## config.mk

```make
export PLATFORM = sky130hd
export DESIGN_NAME = llsc_resv_unit
export DESIGN_NICKNAME = d
export VERILOG_FILES = /design/src/rtl/llsc_pkg.sv /design/src/rtl/llsc_pred.sv /design/src/rtl/llsc_tag_match.sv /design/src/rtl/llsc_victim_sel.sv /design/src/rtl/llsc_resv_table.sv /design/src/rtl/llsc_resv_unit.sv
export SDC_FILE = /design/constraint.sdc
export NUM_CORES = 1
export LEC_CHECK = 0
export CAP_MARGIN = 20
export CORE_MARGIN = 2
export CORE_UTILIZATION = 42
export CTS_CLUSTER_DIAMETER = 60
export DETAILED_ROUTE_END_ITERATION = 7
export PLACE_DENSITY_LB_ADDON = 0.3
export SYNTH_ARGS = -nofsm -noshare
export SYNTH_HDL_FRONTEND = slang
export SYNTH_HIERARCHICAL = 1
export SYNTH_SLANG_ARGS = --single-unit
```

## constraint.sdc

```tcl
create_clock -name clk_i -period 7.69 [get_ports clk_i]
set_input_delay 1.1535 -clock clk_i [delete_from_list [all_inputs] [get_ports clk_i]]
set_output_delay 1.1535 -clock clk_i [all_outputs]
set_load 0.05 [all_outputs]
```

## src/rtl/llsc_pkg.sv

```systemverilog
package llsc_pkg;

  typedef enum logic [1:0] {
    PRED_ZERO  = 2'd0,
    PRED_LSB   = 2'd1,
    PRED_MSB   = 2'd2,
    PRED_NEVER = 2'd3
  } pred_sel_e;

  function automatic int unsigned idx_width(int unsigned n);
    return (n > 1) ? $clog2(n) : 1;
  endfunction

endpackage

```

## src/rtl/llsc_pred.sv

```systemverilog
module llsc_pred #(
  parameter int unsigned DATA_W = 64
) (
  input  logic [1:0]        sel_i,
  input  logic [DATA_W-1:0] cond_i,
  output logic              pass_o
);
  import llsc_pkg::*;

  pred_sel_e sel;
  assign sel = pred_sel_e'(sel_i);

  always_comb begin
    unique case (sel)
      PRED_ZERO: pass_o = (cond_i == '0);
      PRED_LSB:  pass_o = cond_i[0];
      PRED_MSB:  pass_o = cond_i[DATA_W-1];
      default:   pass_o = 1'b0;
    endcase
  end

endmodule

```

## src/rtl/llsc_tag_match.sv

```systemverilog
module llsc_tag_match #(
  parameter int unsigned N     = 4,
  parameter int unsigned TAG_W = 29
) (
  input  logic                      en_i,
  input  logic [TAG_W-1:0]          probe_i,
  input  logic [N-1:0]              valid_i,
  input  logic [N-1:0][TAG_W-1:0]   tags_i,
  output logic [N-1:0]              hit_o
);

  for (genvar i = 0; i < N; i++) begin : g_cmp
    assign hit_o[i] = en_i && valid_i[i] && (tags_i[i] == probe_i);
  end

endmodule

```

## src/rtl/llsc_victim_sel.sv

```systemverilog
module llsc_victim_sel #(
  parameter int unsigned N     = 4,
  parameter int unsigned IDX_W = 2
) (
  input  logic             clk_i,
  input  logic             rst_ni,
  input  logic [N-1:0]     valid_i,
  input  logic [N-1:0]     hit_i,
  input  logic             alloc_i,
  output logic [IDX_W-1:0] idx_o
);

  logic [IDX_W-1:0] rr_q;
  logic [IDX_W-1:0] hit_idx, free_idx;
  logic             any_hit, any_free;

  // lowest index wins in both scans
  always_comb begin
    hit_idx  = '0;
    free_idx = '0;
    any_hit  = |hit_i;
    any_free = ~&valid_i;
    for (int i = N - 1; i >= 0; i--) begin
      if (hit_i[i])    hit_idx  = IDX_W'(i);
      if (!valid_i[i]) free_idx = IDX_W'(i);
    end
  end

  always_comb begin
    if (any_hit)       idx_o = hit_idx;
    else if (any_free) idx_o = free_idx;
    else               idx_o = rr_q;
  end

  always_ff @(posedge clk_i or negedge rst_ni) begin
    if (!rst_ni) begin
      rr_q <= '0;
    end else if (alloc_i && !any_hit && !any_free) begin
      rr_q <= (rr_q == IDX_W'(N - 1)) ? '0 : rr_q + 1'b1;
    end
  end

endmodule

```

## src/rtl/llsc_resv_table.sv

```systemverilog
module llsc_resv_table #(
  parameter int unsigned N     = 4,
  parameter int unsigned TAG_W = 29,
  parameter int unsigned IDX_W = 2
) (
  input  logic                    clk_i,
  input  logic                    rst_ni,
  input  logic                    clr_all_i,
  input  logic [N-1:0]            kill_i,
  input  logic                    set_i,
  input  logic [IDX_W-1:0]        set_idx_i,
  input  logic [TAG_W-1:0]        set_tag_i,
  output logic [N-1:0]            valid_o,
  output logic [N-1:0][TAG_W-1:0] tags_o
);

  for (genvar i = 0; i < N; i++) begin : g_entry
    logic             vld_q;
    logic [TAG_W-1:0] tag_q;
    logic             sel;

    assign sel = set_i && (set_idx_i == IDX_W'(i));

    always_ff @(posedge clk_i or negedge rst_ni) begin
      if (!rst_ni) begin
        vld_q <= 1'b0;
        tag_q <= '0;
      end else if (clr_all_i) begin
        vld_q <= 1'b0;
      end else if (sel) begin
        vld_q <= 1'b1;
        tag_q <= set_tag_i;
      end else if (kill_i[i]) begin
        vld_q <= 1'b0;
      end
    end

    assign valid_o[i] = vld_q;
    assign tags_o[i]  = tag_q;
  end

endmodule

```

## src/rtl/llsc_resv_unit.sv

```systemverilog
module llsc_resv_unit #(
  parameter int unsigned ADDR_W     = 32,
  parameter int unsigned DATA_W     = 64,
  parameter int unsigned WORD_BYTES = 8,
  parameter int unsigned N_ENTRIES  = 4
) (
  input  logic              clk_i,
  input  logic              rst_ni,
  input  logic              flush_i,
  input  logic              ll_valid_i,
  input  logic [ADDR_W-1:0] ll_addr_i,
  input  logic              snoop_valid_i,
  input  logic [ADDR_W-1:0] snoop_addr_i,
  input  logic              sc_valid_i,
  input  logic [ADDR_W-1:0] sc_addr_i,
  input  logic [1:0]        sc_pred_i,
  input  logic [DATA_W-1:0] sc_cond_i,
  output logic              sc_we_o,
  output logic              sc_status_valid_o,
  output logic [DATA_W-1:0] sc_status_o
);
  import llsc_pkg::*;

  localparam int unsigned OFF_W = $clog2(WORD_BYTES);
  localparam int unsigned TAG_W = ADDR_W - OFF_W;
  localparam int unsigned IDX_W = idx_width(N_ENTRIES);

  logic [TAG_W-1:0] ll_tag, sn_tag, sc_tag;
  assign ll_tag = ll_addr_i[ADDR_W-1:OFF_W];
  assign sn_tag = snoop_addr_i[ADDR_W-1:OFF_W];
  assign sc_tag = sc_addr_i[ADDR_W-1:OFF_W];

  logic unused_offsets;
  assign unused_offsets = ^{ll_addr_i[OFF_W-1:0], snoop_addr_i[OFF_W-1:0],
                            sc_addr_i[OFF_W-1:0]};

  logic [N_ENTRIES-1:0]            resv_valid;
  logic [N_ENTRIES-1:0][TAG_W-1:0] resv_tags;
  logic [N_ENTRIES-1:0]            ll_hit, sn_hit, sc_hit;

  llsc_tag_match #(.N(N_ENTRIES), .TAG_W(TAG_W)) u_match_ll (
    .en_i(ll_valid_i), .probe_i(ll_tag), .valid_i(resv_valid),
    .tags_i(resv_tags), .hit_o(ll_hit)
  );

  llsc_tag_match #(.N(N_ENTRIES), .TAG_W(TAG_W)) u_match_sn (
    .en_i(snoop_valid_i), .probe_i(sn_tag), .valid_i(resv_valid),
    .tags_i(resv_tags), .hit_o(sn_hit)
  );

  llsc_tag_match #(.N(N_ENTRIES), .TAG_W(TAG_W)) u_match_sc (
    .en_i(sc_valid_i), .probe_i(sc_tag), .valid_i(resv_valid),
    .tags_i(resv_tags), .hit_o(sc_hit)
  );

  logic pred_pass;
  llsc_pred #(.DATA_W(DATA_W)) u_pred (
    .sel_i(sc_pred_i), .cond_i(sc_cond_i), .pass_o(pred_pass)
  );

  // same-cycle hazards: stores and flush dominate
  logic sn_sc_same, ll_blocked, ll_set, sc_ok;
  assign sn_sc_same = snoop_valid_i && sc_valid_i && (sn_tag == sc_tag);
  assign ll_blocked = flush_i
                   || (snoop_valid_i && (sn_tag == ll_tag))
                   || (sc_valid_i && (sc_tag == ll_tag));
  assign ll_set     = ll_valid_i && !ll_blocked;
  assign sc_ok      = sc_valid_i && pred_pass && (|sc_hit) && !flush_i && !sn_sc_same;

  logic [IDX_W-1:0] alloc_idx;
  llsc_victim_sel #(.N(N_ENTRIES), .IDX_W(IDX_W)) u_victim (
    .clk_i(clk_i), .rst_ni(rst_ni), .valid_i(resv_valid), .hit_i(ll_hit),
    .alloc_i(ll_set), .idx_o(alloc_idx)
  );

  llsc_resv_table #(.N(N_ENTRIES), .TAG_W(TAG_W), .IDX_W(IDX_W)) u_table (
    .clk_i(clk_i), .rst_ni(rst_ni), .clr_all_i(flush_i),
    .kill_i(sn_hit | sc_hit), .set_i(ll_set), .set_idx_i(alloc_idx),
    .set_tag_i(ll_tag), .valid_o(resv_valid), .tags_o(resv_tags)
  );

  logic we_q, stat_v_q, stat_q;
  always_ff @(posedge clk_i or negedge rst_ni) begin
    if (!rst_ni) begin
      we_q     <= 1'b0;
      stat_v_q <= 1'b0;
      stat_q   <= 1'b0;
    end else begin
      we_q     <= sc_ok;
      stat_v_q <= sc_valid_i;
      stat_q   <= sc_ok;
    end
  end

  assign sc_we_o           = we_q;
  assign sc_status_valid_o = stat_v_q;
  assign sc_status_o       = {{(DATA_W-1){1'b0}}, stat_q};

endmodule

```

==> reports/results.ini <==
[clock_network]
cts_buffers = 17
cts_tree = built
cts_max_path_buffers = 2
cts_hold_buffers = 0
cts_max_level = 4
root_buffer = clkbuf_16
cts.sinks = 124
cts_setup_buffers = 0
post_cts.resized_instances = 0
clock_latency_ps = 430
clkTransAtPathRegs_ps = 60

[grt]
grt_usage = 0.283
grt_pass1_vias = 8346
grt-ovfl-total = 0
grt_max_degree = 75
grt_first_pass_wirelength_mm = 54.0
antenna_found_initial = 0

[critical_path]
crit_end = u_table/g_entry[2].tag_q[1]
crit_fanout = 29
startpoint_type = input pin
timing.rr.start = u_table/g_entry[2].tag_q[21]
startpoint = ll_addr_i[4]
crit_type = in -> reg
r2r_cells = 8
rrSetupSlack_ps = 3310
critical_path_arrival_ps = 5980
r2r-end = u_table/g_entry[2].tag_q[1]
critPathRequiredTime_ps = 7990
worstSetupEndpointType = register

[pwr]
ir_worst_vdd_v = 0.000142
power_density_nw_per_um2 = 194
p_leak_nw = 5.34

[routing]
wl_mm = 36.8
drt_pass1_iterations = 5
ant_nets = 0
avgViaCountPerCell = 5.64
vias = 8386
drt_iter0_drc = 958
wl_per_cell_um = 24.8
drcViolationCount = 0

[floorplan]
dieArea_um2 = 26100
io_pins = 234
core_region_area_um2 = 24300
rows = 57
die_x_um = 161
start_util = 0.428
die_height_um = 161

[sta]
slew_headroom = 0.285
fmax_mhz = 176
slew_violations = 0
fin_skew_ps = 8.38
finalSetupViolations = 0
worst_pin_slew_ps = 1070
hold_viol_final = 0
finalCriticalPeriod_ps = 5680
tns_ps = 0
grt_setup_unrepaired = false
finalCritPeriodShare = 0.738

[placement]
dp_hpwl_mm = 27.1
numPortBuffers = 161
gp_congestion = 0.990
dpl-instance-area_um2 = 12200

[synth]
yosysTopAreaCellShare = 0.298
synth_ff_type = dfrtp_1
synth-async-reset-ratio = 1.00
synth_edf_count = 0
syn_inst = 973
synth_top_area_cell = dfrtp_1
synth.yosys.warnings = 6
synth.cell_area_um2 = 10400
synth_commonest_cells = xor2_1 (300), xnor2_1 (135), dfrtp_1 (124), mux2_2 (96), nor4_1 (93)
yosysMostFrequentCell = xor2_1
synth.area.top_cells = dfrtp_1 (30%), xor2_1 (25%), xnor2_1 (11%)
synth_cell_types = 37
yosysSeqAreaShare = 0.298
postSynthAreaPerCell_um2 = 10.7
ys_ff_latch = 124

[finish]
drive_gt1_frac = 0.162
antenna_cells = 0
area_growth_pct = 23.0
stdcell_area_um2 = 12800
fin_nets = 1319

[run_status]
status = finished, final reports clean

[run]
cap_violations = 0

[min_path]
worstHoldPathType = reg -> reg

metal layers:
metal | vias to the layer above | global-route usage | part of all wire
li1 | 3663 | - | -
met1 | 4166 | 0.378 | 0.42
met2 | 451 | 0.433 | 0.45
met3 | 106 | 0.0647 | 0.084
met4 | 0 | 0.134 | 0.048
met5 | - | 0 | 0
logic make-up after synthesis:
family,count (synthesis),synth area share
adder cells (fa/ha/maj),1,0.00120
AND/OR/NAND/NOR,200,0.133
other,1,0.000360
multiplexers,117,0.134
XOR/XNOR,435,0.366
AO/OA/AOI/OAI,13,0.00793
flip-flops,124,0.298
buffers and inverters,82,0.0593
sequential cells by signal, indices dropped and copies added, names as in the netlist:
register               flops
u_table/g_entry.tag_q    116
sc_status_valid_o          1
stat_q                     1
u_victim/rr_q              2
u_table/g_entry.vld_q      4
where the power goes:
| group | internal (W) | switching [W] | total [W] |
|---|---|---|---|
| clock | 0.000580 | 0.000315 | 0.000896 |
| combinational | 0.000338 | 0.000382 | 0.000720 |
| sequential | 0.000735 | 0.000132 | 0.000868 |
| total | 0.00165 | 0.000830 | 0.00248 |
worst min path at each step:
stage	start	endpoint	cells past startpoint
after floorplan	u_victim/rr_q[0]	u_victim/rr_q[0]	1
after global placement	u_victim/rr_q[0]	u_victim/rr_q[0]	1
after detailed placement	u_victim/rr_q[0]	u_victim/rr_q[0]	1
after CTS	u_victim/rr_q[0]	u_victim/rr_q[0]	1
after global routing	u_victim/rr_q[1]	u_victim/rr_q[1]	1
final	u_victim/rr_q[0]	u_victim/rr_q[0]	1
area by class of cell:
type	instances	area, µm²
fill	2224	11500
multi-input combinational	829	6940
sequential	124	3100
timing repair buffer	176	1730
clock buffer	19	443
tap	324	405
clock inverter	12	195
inverter	2	7.51
placed cells by master (no fill, tap or decap), types with 4 or more instances in the layout:
| master | count |
|---|---|
| a21oi_1 | 5 |
| buf_4 | 15 |
| bufinv_16 | 5 |
| clkbuf_16 | 17 |
| clkdlybuf4s50_1 | 160 |
| clkinv_2 | 4 |
| conb_1 | 63 |
| dfrtp_1 | 124 |
| mux2_2 | 96 |
| mux2_4 | 21 |
| nand2b_1 | 4 |
| nand3_1 | 4 |
| nand4_1 | 61 |
| nor4_1 | 93 |
| nor4_2 | 15 |
| or2_2 | 4 |
| xnor2_1 | 135 |
| xor2_1 | 300 |
stage by stage:
stage                     total power (W)  hold WS [ps]  setup WS (ps)   util  std cells
after floorplan                   0.00132           497           4150      -       1035
after global placement            0.00156           522           1830  0.501       1455
after global routing              0.00258           575           1970  0.527       1486
after CTS                         0.00248           541           2270  0.527       1486
final                             0.00248           538           2010  0.527       1486
after detailed placement          0.00158           527           1880  0.501       1455
worst max-delay path, stage by stage:
cell,delay (ps)
clkdlybuf4s50_1,840
xor2_1,340
nor4_1,660
nand4_1,290
nor4_2,420
a311oi_1,90
nor3_1,660
and4bb_2,1070
mux2_2,430
Power figures use the tool's default switching activity.
